==> src/rtl/mlx_pkg.sv <==
package mlx_pkg;
  localparam int NUM_SLV = 3;

  typedef enum logic [1:0] {
    SLV_FLASH  = 2'd0,
    SLV_SRAM   = 2'd1,
    SLV_BRIDGE = 2'd2,
    SLV_NONE   = 2'd3
  } slv_e;
endpackage

==> src/rtl/mlx_decode.sv <==
module mlx_decode
  import mlx_pkg::*;
(
  input  logic [1:0] top_i,
  output slv_e       slv_o
);
  always_comb begin
    unique case (top_i)
      2'b00:   slv_o = SLV_FLASH;
      2'b01:   slv_o = SLV_SRAM;
      2'b10:   slv_o = SLV_BRIDGE;
      default: slv_o = SLV_NONE;
    endcase
  end
endmodule

==> src/rtl/mlx_arb.sv <==
module mlx_arb #(
  parameter int NM = 3
) (
  input  logic          clk_i,
  input  logic          rst_ni,
  input  logic [NM-1:0] req_i,
  input  logic          ready_i,
  output logic [NM-1:0] gnt_o,
  output logic          valid_o
);
  localparam int IW = (NM > 1) ? $clog2(NM) : 1;

  logic          busy_q;
  logic [NM-1:0] owner_q;
  logic [IW-1:0] ptr_q;
  logic [IW-1:0] pick;
  logic [IW-1:0] ptr_nxt;
  logic          found;
  logic [NM-1:0] pick_oh;

  // cyclic search starting at the pointer
  always_comb begin
    int c;
    found = 1'b0;
    pick  = '0;
    for (int k = 0; k < NM; k++) begin
      c = int'(ptr_q) + k;
      if (c >= NM) c = c - NM;
      if (!found && req_i[c]) begin
        found = 1'b1;
        pick  = IW'(c);
      end
    end
  end

  assign pick_oh = found ? (NM'(1) << pick) : '0;
  assign ptr_nxt = (pick == IW'(NM - 1)) ? '0 : pick + 1'b1;
  assign gnt_o   = busy_q ? owner_q : pick_oh;
  assign valid_o = busy_q | found;

  always_ff @(posedge clk_i or negedge rst_ni) begin
    if (!rst_ni) begin
      busy_q  <= 1'b0;
      owner_q <= '0;
      ptr_q   <= '0;
    end else begin
      busy_q <= valid_o & ~ready_i;
      if (valid_o & ~ready_i) owner_q <= gnt_o;
      if (!busy_q && found) ptr_q <= ptr_nxt;
    end
  end

  AST_OWNER_HOLD: assert property (@(posedge clk_i) disable iff (!rst_ni)
    valid_o && !ready_i |=> gnt_o == $past(gnt_o));
  AST_GNT_ONEHOT: assert property (@(posedge clk_i) disable iff (!rst_ni)
    $onehot0(gnt_o));
  AST_GNT_REQUESTED: assert property (@(posedge clk_i) disable iff (!rst_ni)
    valid_o |-> |(gnt_o & req_i));
  AST_IDLE_TAKE: assert property (@(posedge clk_i) disable iff (!rst_ni)
    !valid_o |-> req_i == '0);
endmodule

==> src/rtl/mlx_slv_mux.sv <==
module mlx_slv_mux #(
  parameter int NM = 3,
  parameter int AW = 32,
  parameter int DW = 32
) (
  input  logic [NM-1:0]         gnt_i,
  input  logic [NM-1:0][AW-1:0] addr_i,
  input  logic [NM-1:0]         we_i,
  input  logic [NM-1:0][DW-1:0] wdata_i,
  output logic [AW-1:0]         addr_o,
  output logic                  we_o,
  output logic [DW-1:0]         wdata_o
);
  always_comb begin
    addr_o  = '0;
    we_o    = 1'b0;
    wdata_o = '0;
    for (int m = 0; m < NM; m++) begin
      addr_o  |= addr_i[m]  & {AW{gnt_i[m]}};
      we_o    |= we_i[m]    & gnt_i[m];
      wdata_o |= wdata_i[m] & {DW{gnt_i[m]}};
    end
  end
endmodule

==> src/rtl/mlx_mst_resp.sv <==
module mlx_mst_resp
  import mlx_pkg::*;
#(
  parameter int NS = 3,
  parameter int DW = 32
) (
  input  logic                  req_i,
  input  slv_e                  tgt_i,
  input  logic [NS-1:0]         gnt_i,
  input  logic [NS-1:0]         ready_i,
  input  logic [NS-1:0][DW-1:0] rdata_i,
  output logic                  ready_o,
  output logic [DW-1:0]         rdata_o
);
  logic [NS-1:0] hit;

  assign hit = gnt_i & ready_i;

  always_comb begin
    rdata_o = '0;
    for (int s = 0; s < NS; s++) rdata_o |= rdata_i[s] & {DW{hit[s]}};
    ready_o = (tgt_i == SLV_NONE) ? req_i : |hit;
  end
endmodule

==> src/rtl/mlx_matrix.sv <==
module mlx_matrix
  import mlx_pkg::*;
#(
  parameter int NM = 3,
  parameter int AW = 32,
  parameter int DW = 32
) (
  input  logic                       clk_i,
  input  logic                       rst_ni,
  input  logic [NM-1:0]              m_req_i,
  input  logic [NM-1:0][AW-1:0]      m_addr_i,
  input  logic [NM-1:0]              m_we_i,
  input  logic [NM-1:0][DW-1:0]      m_wdata_i,
  output logic [NM-1:0]              m_ready_o,
  output logic [NM-1:0][DW-1:0]      m_rdata_o,
  output logic [NUM_SLV-1:0]         s_sel_o,
  output logic [NUM_SLV-1:0][AW-1:0] s_addr_o,
  output logic [NUM_SLV-1:0]         s_we_o,
  output logic [NUM_SLV-1:0][DW-1:0] s_wdata_o,
  input  logic [NUM_SLV-1:0]         s_ready_i,
  input  logic [NUM_SLV-1:0][DW-1:0] s_rdata_i
);
  localparam int NS = NUM_SLV;

  slv_e                  m_tgt [NM];
  logic [NS-1:0][NM-1:0] s_req;
  logic [NS-1:0][NM-1:0] s_gnt;
  logic [NM-1:0][NS-1:0] m_gnt;

  for (genvar m = 0; m < NM; m++) begin : g_dec
    mlx_decode u_dec (
      .top_i(m_addr_i[m][AW-1 -: 2]),
      .slv_o(m_tgt[m])
    );
  end

  always_comb begin
    for (int s = 0; s < NS; s++) begin
      for (int m = 0; m < NM; m++) begin
        s_req[s][m] = m_req_i[m] && (m_tgt[m] == slv_e'(s));
        m_gnt[m][s] = s_gnt[s][m];
      end
    end
  end

  for (genvar s = 0; s < NS; s++) begin : g_slv
    mlx_arb #(.NM(NM)) u_arb (
      .clk_i  (clk_i),
      .rst_ni (rst_ni),
      .req_i  (s_req[s]),
      .ready_i(s_ready_i[s]),
      .gnt_o  (s_gnt[s]),
      .valid_o(s_sel_o[s])
    );

    mlx_slv_mux #(.NM(NM), .AW(AW), .DW(DW)) u_mux (
      .gnt_i  (s_gnt[s]),
      .addr_i (m_addr_i),
      .we_i   (m_we_i),
      .wdata_i(m_wdata_i),
      .addr_o (s_addr_o[s]),
      .we_o   (s_we_o[s]),
      .wdata_o(s_wdata_o[s])
    );

    AST_STALL_STABLE: assert property (@(posedge clk_i) disable iff (!rst_ni)
      s_sel_o[s] && !s_ready_i[s] |=> $stable(s_addr_o[s]) && $stable(s_we_o[s])
        && $stable(s_wdata_o[s]));
    AST_IDLE_ZERO: assert property (@(posedge clk_i) disable iff (!rst_ni)
      !s_sel_o[s] |-> s_addr_o[s] == '0 && !s_we_o[s]);
  end

  for (genvar m = 0; m < NM; m++) begin : g_mst
    mlx_mst_resp #(.NS(NS), .DW(DW)) u_resp (
      .req_i  (m_req_i[m]),
      .tgt_i  (m_tgt[m]),
      .gnt_i  (m_gnt[m]),
      .ready_i(s_ready_i),
      .rdata_i(s_rdata_i),
      .ready_o(m_ready_o[m]),
      .rdata_o(m_rdata_o[m])
    );

    AST_UNMAPPED_ACK: assert property (@(posedge clk_i) disable iff (!rst_ni)
      m_req_i[m] && m_addr_i[m][AW-1 -: 2] == 2'b11 |-> m_ready_o[m] && m_rdata_o[m] == '0);
    AST_NO_READY_IDLE: assert property (@(posedge clk_i) disable iff (!rst_ni)
      !m_req_i[m] |-> !m_ready_o[m]);

    for (genvar s = 0; s < NS; s++) begin : g_chk
      AST_READY_OWNS: assert property (@(posedge clk_i) disable iff (!rst_ni)
        m_ready_o[m] && m_addr_i[m][AW-1 -: 2] == 2'(s) |-> s_sel_o[s] && s_ready_i[s]
          && s_addr_o[s] == m_addr_i[m]);
    end
  end
endmodule

==> config.mk <==
export PLATFORM = sky130hd
export DESIGN_NAME = mlx_matrix
export DESIGN_NICKNAME = d
export VERILOG_FILES = /design/src/rtl/mlx_pkg.sv /design/src/rtl/mlx_decode.sv /design/src/rtl/mlx_arb.sv /design/src/rtl/mlx_slv_mux.sv /design/src/rtl/mlx_mst_resp.sv /design/src/rtl/mlx_matrix.sv
export SDC_FILE = /design/constraint.sdc
export NUM_CORES = 1
export LEC_CHECK = 0
export ABC_AREA = 1
export BUFFER_PORTS_ARGS = -buffer_cell sky130_fd_sc_hd__buf_2
export CORE_AREA = 8 8 223 225
export DETAILED_ROUTE_END_ITERATION = 8
export DIE_AREA = 0 0 231 233
export GPL_TIMING_DRIVEN = 0
export PLACE_DENSITY_LB_ADDON = 0.12
export SETUP_SLACK_MARGIN = 0.1
export SLEW_MARGIN = 15
export SYNTH_ARGS = -nofsm -noshare
export SYNTH_HDL_FRONTEND = slang
export SYNTH_SLANG_ARGS = --single-unit
==> constraint.sdc <==
create_clock -name clk_i -period 3.2 [get_ports clk_i]
set_clock_uncertainty 0.2 [all_clocks]
set_input_delay 0.16 -clock clk_i [delete_from_list [all_inputs] [get_ports clk_i]]
set_output_delay 0.16 -clock clk_i [all_outputs]
set_load 0.01 [all_outputs]
Yosys cells after proc, flatten, opt, wreduce, memory -nomap -nowiden:

Index checks and enable logic that the tools add are counted.
W data, S select, Z words.

* input port bits: 299
* register bits after elaboration: 18
* logic and storage cells: 243

* eq/ne operators: 18
* mux-type cells: 69
* bitwise logic cells: 72
* $lt $le $gt $ge: 18
* reduce and logical (&&, ||, !) cells: 36
* shifts and indexed selects: 3
* $add $sub $neg: 18

Operators by type and width (number)
* $and A32 B32 Y32: 27
* $or A32 B32 Y32: 18
* $lt A32 B4 Y1 const B: 9
* $mux W32: 9
* $ge A32 B3 Y1 const B: 6
* $sub A32 B3 Y32 const B: 6
* $mux W1: 30
* $eq A2 B2 Y1 const B: 12
* $mux W2: 12
* $bmux W1 S2: 9
* $logic_and A1 B1 Y1: 18
* $mux W3: 6
* $pmux W2 S3: 3
* $and A1 B1 Y1: 12
* $eq A2 B1 Y1 const B: 6
* $logic_not A2 Y1: 6
* $add A2 B1 Y3 const B: 3
* $add A2 B2 Y3 const B: 3
* $and A3 B3 Y3: 3
* $logic_not A1 Y1: 9
* $or A1 B1 Y1: 9
* $reduce_or A3 Y1: 3
* $shl A1 B2 Y3 const A: 3
* $sub A2 B2 Y3 const B: 3
* other kinds (3): 9

Longest topological paths before layout:

Gate-level depths: netlist of run 1.

* depth after elaboration: 21
* depth in mapped cells: 18

Modules after synthesis:

Synthesis of run 1 repeated with hierarchy kept, for this count alone.

* cells, all modules: 1554
* area, all modules: 7649.8 sq um

Modules (own cells, without submodules)
* mlx_slv_mux: area an instance 1267.5 sq um, cells an instance 281, times used 3, sequential area each 0.0 sq um
* mlx_mst_resp: area an instance 699.4 sq um, cells an instance 149, times used 3, sequential area each 0.0 sq um
* mlx_arb: area an instance 549.3 sq um, cells an instance 79, times used 3, sequential area each 150.1 sq um
* mlx_matrix: area an instance 78.8 sq um, cells an instance 21, times used 1, sequential area each 0.0 sq um
* mlx_decode: area an instance 7.5 sq um, cells an instance 2, times used 3, sequential area each 0.0 sq um

Worst setup path before layout of run 1:

OpenSTA, ideal clock, no wires.

* path type: reg-to-output
* start point: reg g_slv[1].u_arb.ptr_q[0]
* end point: out s_addr_o[45] (netlist name)
* arrival time: 2.045 ns
* data required time: 2.840 ns
* cell stages (with the launch flop): 16
* slack: 0.795 ns
* cell sequence: dfrtp_1 > inv_1 > ha_1 > inv_1 > nor2_1 > nand2_1 > nand2_1 > nor2_2 > nand3_1 > nor2_1 > nor2_2 > nand2_1 > nand2_2 > buf_4 > buf_4 > o221ai_1

RTL lines
* from (decl): line mlx_arb.sv:15 `logic [IW-1:0] ptr_q;`
* from (signal assigned): line mlx_arb.sv:49 `if (!busy_q && found) ptr_q <= ptr_nxt;`
* to (decl): line mlx_matrix.sv:17 `output logic [NUM_SLV-1:0][AW-1:0] s_addr_o,`

==> impl_metrics.toml, run 1 <==
[timing]
fin_hold_ws_ns = 0.194
hold_violations = 0
setup_violations = 0
worst_slew_pin_slew_ns = 0.794
slew-limit-headroom = 0.470
setup_tns_ns = 0
final_max_slew_viol_count = 0
timing.final.crit_share = 0.952
rsz0062_at_grt = "true"
fin_ws_ns = 0.152
max_freq_ghz = 0.328
fin_crit_ns = 3.05

[clocking]
clkLatencyLatePin_ns = 0.25
clock-sinks = 18
cts_buffers = 3
root_buffer = "clkbuf_16"
cts_tree = "yes"
cts_max_path_buffers = 2
cts.htree.levels = 1
clk_pin_slew_ns = 0.06

[yosys]
seq_area_frac_synth = 0.0645
syn_area_per_cell_um2 = 5.45
yosysWarnings = 0
syn-cell-area_mm2 = 0.00699
synthesis.nets = 1588
synth.distinct_cells = 26
synth-seq-cells = 18
synth_top_area_frac = 0.252
synth_area_leaders = "nand2_1 (25%), o221ai_1 (24%), nand3_1 (15%), inv_1 (8.6%), dfrtp_1 (6.4%)"
syn_inst = 1283
synth_top_cell_by_area = "nand2_1"

[critical_path]
crit_fanout = 10
r2r_slack_ns = 0.73
end_kind = "output pin"
r2r-start = "g_slv[0].u_arb.ptr_q[1]"
path_delay_family = "simple AND/OR/NAND/NOR gates"
critPathRequiredTime_ns = 2.84
cp_cell_sequence = "ha_4 > inv_2 > nand4_1 > nand2_2 > nor2_4 > nand4_1 > nand2_4 > nand2_2 > nand2_4 > buf_8 > buf_4 > o221ai_1 > buf_2"
r2r-end = "g_slv[0].u_arb.owner_q[2]"
worstSetupStartpointType = "flip-flop"
critical_path_buf_inv_count = 4
crit_path_max_incr_delay_ns = 0.44
reg2reg_depth = 11
cp.arrival_ns = 2.69
crit_path_top_delay_cell = "dfrtp_2"
critical_path_class = "flip-flop to output pin"

[global_route]
grt_max_degree = 19
grt_pass1_wl_mm = 90.9
first_global_vias = 12500
overflow = 0
antenna_found_initial = 14
grt_usage = 0.225

[die]
pin_count = 596
die_w_um = 231
die-area_mm2 = 0.0538
start_util = 0.152
rows = 79
die_y_um = 233
core_area_mm2 = 0.0461

[place]
routabilityCongestion = 0.910
placed_cells = 2478
dp_slack_ns = -0.117
port_buffers = 588
hpwl_mm = 52.8
placed_area_mm2 = 0.0107

[drt]
finalWirelength_mm = 66.6
route.detailed.drc = 0
dr.first_iter.drc_count = 857
drt_first_pass_iters = 5
routed_via_density = 4.96
drtAntennaViolNets = 0
wl_per_cell_um = 26.3
num_vias = 12600

[layout]
fillers = 5334
multi_input_area_mm2 = 0.00609
finish.net_count = 2220
drive_gt1_frac = 0.479
fin_area_mm2 = 0.0128
ff_latch_area_um2 = 453
layoutNonFillerInstCount = 2529
syn2layout_area_growth_pct = 82.8
fin_util = 0.277

[power_and_ir_drop]
irDropWorstVdd_uv = 579
p_leak_nw = 6.64
p_per_area_mw_per_mm2 = 1700
p_total_mw = 21.7

[job]
cap_violations = 0

[min_path]
hp-class = "primary input to asynchronous set/reset pin"

[outcome]
status = "finished, final reports clean"
cells by family (layout without fill, tap and decap cells):
| kind of cell | Yosys count | count (layout) | share of synthesized area |
|---|---|---|---|
| compound gates | 219 | 219 | 0.263 |
| other cells | 0 | 8 | 0 |
| fa+ha+maj | 6 | 6 | 0.0107 |
| simple gates | 762 | 763 | 0.475 |
| buf+inv | 278 | 908 | 0.186 |
| flops | 18 | 18 | 0.0645 |
layer usage:
metal | vias to the layer above | global-route usage | routed length, µm
met1 | 6060 | 0.255 | 25400
met4 | 12 | 0.0386 | 1310
met3 | 86 | 0.0609 | 5690
met5 | - | 0 | 70
li1 | 5751 | - | -
met2 | 642 | 0.420 | 34100
state kept, by name, indices dropped and copies added (netlist names):
register	flops
g_slv.u_arb.owner_q	9
g_slv.u_arb.busy_q	3
g_slv.u_arb.ptr_q	6
repair_timing:
action | in CTS | in global routing
pin swaps | 12 | 57
gates cloned | 4 | 3
endpoints found under the hold margin | 18 | 0
gates resized for setup | 149 | 227
hold buffers | 1 | 0
endpoints found under the setup margin | 290 | 293
buffers inserted | 18 | 18
layout by cell type, fill, tap and decap left out, types with 7 or more instances in the layout:
| master | synthesis | final |
|---|---|---|
| o221ai_1 | 195 | 142 |
| buf_2 | 60 | 560 |
| nor2_4 | 3 | 9 |
| buf_12 | 0 | 20 |
| diode_2 | 0 | 8 |
| clkbuf_4 | 0 | 7 |
| nor2_1 | 32 | 27 |
| nor2_2 | 10 | 9 |
| o221ai_2 | 0 | 47 |
| buf_6 | 9 | 43 |
| inv_2 | 3 | 11 |
| or2_2 | 7 | 7 |
| clkbuf_1 | 17 | 11 |
| nand4_1 | 12 | 12 |
| nand2_4 | 1 | 12 |
| inv_1 | 160 | 145 |
| nand3_2 | 13 | 33 |
| nand2_2 | 8 | 23 |
| dfrtp_1 | 18 | 16 |
| nand3_1 | 206 | 183 |
| nand2_1 | 470 | 441 |
| o21ai_0 | 9 | 7 |
| buf_8 | 1 | 13 |
| buf_4 | 28 | 75 |
layout make-up:
type | count | share of cell area
Tap cell | 607 | 0.0595
Buffer | 110 | 0.0867
Clock buffer | 4 | 0.00695
Timing Repair Buffer | 631 | 0.284
Multi-Input combinational cell | 988 | 0.477
Inverter | 163 | 0.0494
Antenna cell | 8 | 0.00157
Sequential cell | 18 | 0.0355
worst max path at each step:
stage	startpoint	end	slack (ns)	cells past startpoint
after global placement	g_slv[2].u_arb.ptr_q[0]	s_wdata_o[88]	-0.13	15
after CTS	g_slv[0].u_arb.ptr_q[1]	s_addr_o[8]	0.09	16
final	g_slv[0].u_arb.ptr_q[1]	s_addr_o[23]	0.15	13
after floorplan	g_slv[1].u_arb.ptr_q[0]	s_addr_o[45]	0.79	15
after global routing	g_slv[0].u_arb.ptr_q[1]	s_addr_o[23]	0.04	15
after detailed placement	g_slv[2].u_arb.ptr_q[0]	s_wdata_o[88]	-0.12	15
Yosys cell counts (all sizes together):
cell    instances
nand2         479
nand3         219
o221ai        195
inv           163
buf            98
nor2           45
dfrtp          18
clkbuf         17
o21ai          13
nand4          12
a21oi           7
or2             7
ha              6
a31oi           3
a21boi          1
power by group:
part / switching (mW) / internal, mW / leakage [nW]
Clock: 0.0937 / 0.191 / 0.0442
Sequential: 0.0739 / 0.344 / 0.217
Combinational: 12.9 / 8.10 / 6.38
Total: 13.1 / 8.64 / 6.64
No activity file was read; power rests on OpenSTA's default activity.
==> inputs of run 2 (changes only) <==
--- a/config.mk
+++ b/config.mk
@@ -8,6 +8,7 @@
 export ABC_AREA = 1
 export BUFFER_PORTS_ARGS = -buffer_cell sky130_fd_sc_hd__buf_2
 export CORE_AREA = 8 8 223 225
+export CTS_BUF_LIST = sky130_fd_sc_hd__clkbuf_4
 export DETAILED_ROUTE_END_ITERATION = 8
 export DIE_AREA = 0 0 231 233
 export GPL_TIMING_DRIVEN = 0
==> constraint.sdc (replaced) <==
create_clock -name clk_i -period 3.1 [get_ports clk_i]
set_clock_uncertainty 0.2 [all_clocks]
set_input_delay 0.155 -clock clk_i [delete_from_list [all_inputs] [get_ports clk_i]]
set_output_delay 0.155 -clock clk_i [all_outputs]
set_load 0.01 [all_outputs]
==> run 2 against run 1 <==
Compared with the run above:
- the run now ends with negative setup slack left
- global-route usage up 0.51 points
- cell area increased by 18%
- final cell count rose by 2.0%
- utilization is 5.0 points higher
- critical path type is now flip-flop to flip-flop
- largest power group unchanged
==> impl_metrics.toml, run 2 (same netlist as run 1, synthesis figures left out) <==
[critical_path]
cp_common_cell = "buf_4"
r2r_slack_ns = -0.03
path_delay_family = "buffers and inverters"
cp.arrival_ns = 3.14
crit_fanout = 6
worstSetupStartpointType = "flip-flop"
critical_path_buf_inv_count = 13
r2r-start = "g_slv[2].u_arb.ptr_q[0]"
cp-startpoint = "g_slv[2].u_arb.ptr_q[0]"
crit_path_max_incr_delay_ns = 0.43
critical_path_class = "flip-flop to flip-flop"
crit_path_top_delay_cell = "dfrtp_1"
critPathRequiredTime_ns = 3.12
end_kind = "flip-flop"
cp_cell_sequence = "inv_2 > ha_4 > inv_4 > nand2_1 > nand3_1 > nand2_2 > nand4_1 > nand2_1 > buf_4 > buf_4 > buf_4 > buf_4 > buf_4 > buf_4 > buf_4 > buf_4 > buf_4 > buf_4 > buf_4 > o21ai_0"

[layout]
largest_registers = "g_slv.u_arb.owner_q x9, g_slv.u_arb.ptr_q x6, g_slv.u_arb.busy_q x3"
ff_latch_area_um2 = 454
fin_area_mm2 = 0.0151
multi_input_area_mm2 = 0.00742
max_flop_register = "g_slv.u_arb.owner_q"
drive_gt1_frac = 0.591
syn2layout_area_growth_pct = 116
finish.net_count = 2272
fillers = 5174
mostFrequentLayoutCell = "buf_2"
largest_reg_flops = 9
fin_util = 0.328
layout_common_cells = "buf_2 (511), nand2_1 (347), nand3_1 (164)"

[timing]
fin_crit_ns = 3.13
rsz0062_at_grt = "true"
final_max_slew_viol_count = 0
max_freq_ghz = 0.320
setup_violations = 1
hold_violations = 0
worst_slew_pin_slew_ns = 0.850
fin_ws_ns = -0.0271
timing.final.crit_share = 1.01
slew-limit-headroom = 0.433

[clocking]
cts_max_path_buffers = 2
cts_tree = "yes"
clk_pin_slew_ns = 0.11
clkLatencyLatePin_ns = 0.30
clock-sinks = 18
cts_buffers = 3
cts.htree.levels = 1
root_buffer = "clkbuf_4"

[die]
die_w_um = 231
core_area_mm2 = 0.0461
start_util = 0.152
die_y_um = 233
die-area_mm2 = 0.0538
rows = 79
pin_count = 596

[power_and_ir_drop]
p_per_area_mw_per_mm2 = 1780
irDropWorstVdd_uv = 693
p_leak_nw = 7.71

[drt]
drtAntennaViolNets = 0
wl_met2_mm = 36.4
drt_first_pass_iters = 7
dr.first_iter.drc_count = 718
wl_per_cell_um = 26.8
wl_met3_mm = 5.46
route.detailed.drc = 0
dr.max_layer_used = "met5"
num_vias = 12900
met1Wirelength_mm = 25.9
routed_via_density = 5.00
finalWirelength_mm = 69.1

[global_route]
first_global_vias = 12900
grt_pass1_wl_mm = 92.9
overflow = 0
antenna_found_initial = 16
grt_max_degree = 19
grt_usage = 0.230

[place]
port_buffers = 588
placed_area_mm2 = 0.0107
hpwl_mm = 52.8
routabilityCongestion = 0.910

[outcome]
status = "finished with violations"
failed_checks = "negative setup slack"

[job]
cap_violations = 0

[min_path]
hp-class = "primary input to asynchronous set/reset pin"
[run 2: report_power, final]
part,internal [mW],total [mW],switching [mW]
Combinational,11.2,26.3,15.1
Clock,0.0469,0.125,0.0784
Sequential,0.355,0.432,0.0769
[run 2: cell type report]
cell class / instances / share of cell area
flip-flops and latches: 18 / 0.0301
inverters: 163 / 0.0422
diodes: 6 / 0.000995
repair buffers: 684 / 0.297
well taps: 607 / 0.0503
clock buffers: 3 / 0.00149
plain buffers: 109 / 0.0860
clock inverters: 1 / 0.000249
multi-input cells: 988 / 0.492
[run 2: final timing paths]
kind,depth (start not counted),endpoint
setup / recovery,20,g_slv[2].u_arb.ptr_q[1]
hold / removal,2,g_slv[1].u_arb.ptr_q[0]
setup reg to reg,20,g_slv[2].u_arb.ptr_q[1]
hold reg to reg,2,g_slv[2].u_arb.owner_q[1]
max in group asynchronous,2,g_slv[2].u_arb.ptr_q[1]
min in group clk_i,2,g_slv[2].u_arb.owner_q[1]
[run 2: timing repair]
| item | in CTS | in global routing |
|---|---|---|
| hold endpoints to repair | 18 | 0 |
| gates resized for setup | 351 | 451 |
| cloned | 5 | 10 |
| hold buffers | 1 | 0 |
| pin swaps | 47 | 62 |
| buffers inserted | 49 | 32 |
| setup endpoints to repair | 292 | 295 |
[run 2: through the flow]
stage	TNS [ns]	worst slack [ns]	cells	hold WS [ns]	power (mW)
final	-0.0271	-0.0271	2579	0.137	26.8
after global routing	-11.68	-0.152	2577	0.170	28.2
after CTS	0	0.00451	2534	0.148	22.9
after detailed placement	-1.57	-0.212	2478	-0.0736	18.5
after global placement	-2.44	-0.227	2478	-0.0757	18.6
after floorplan	0	0.700	1283	-0.341	9.45
[run 2: metal layers]
metal | global-route usage | up-vias
met2 | 0.433 | 667
met1 | 0.261 | 6263
met3 | 0.0613 | 85
met5 | 0 | -
li1 | - | 5856
met4 | 0.0352 | 18
[run 2: worst register-to-register path, cell delays in order, from the launching register on]
cell and delay, ns:
dfrtp_1 0.43, inv_2 0.08, ha_4 0.26, inv_4 0.09
nand2_1 0.06, nand3_1 0.10, nand2_2 0.10, nand4_1 0.12
nand2_1 0.10, buf_4 0.14, buf_4 0.12, buf_4 0.12
buf_4 0.12, buf_4 0.12, buf_4 0.12, buf_4 0.12
buf_4 0.12, buf_4 0.12, buf_4 0.12, buf_4 0.12
o21ai_0 0.16
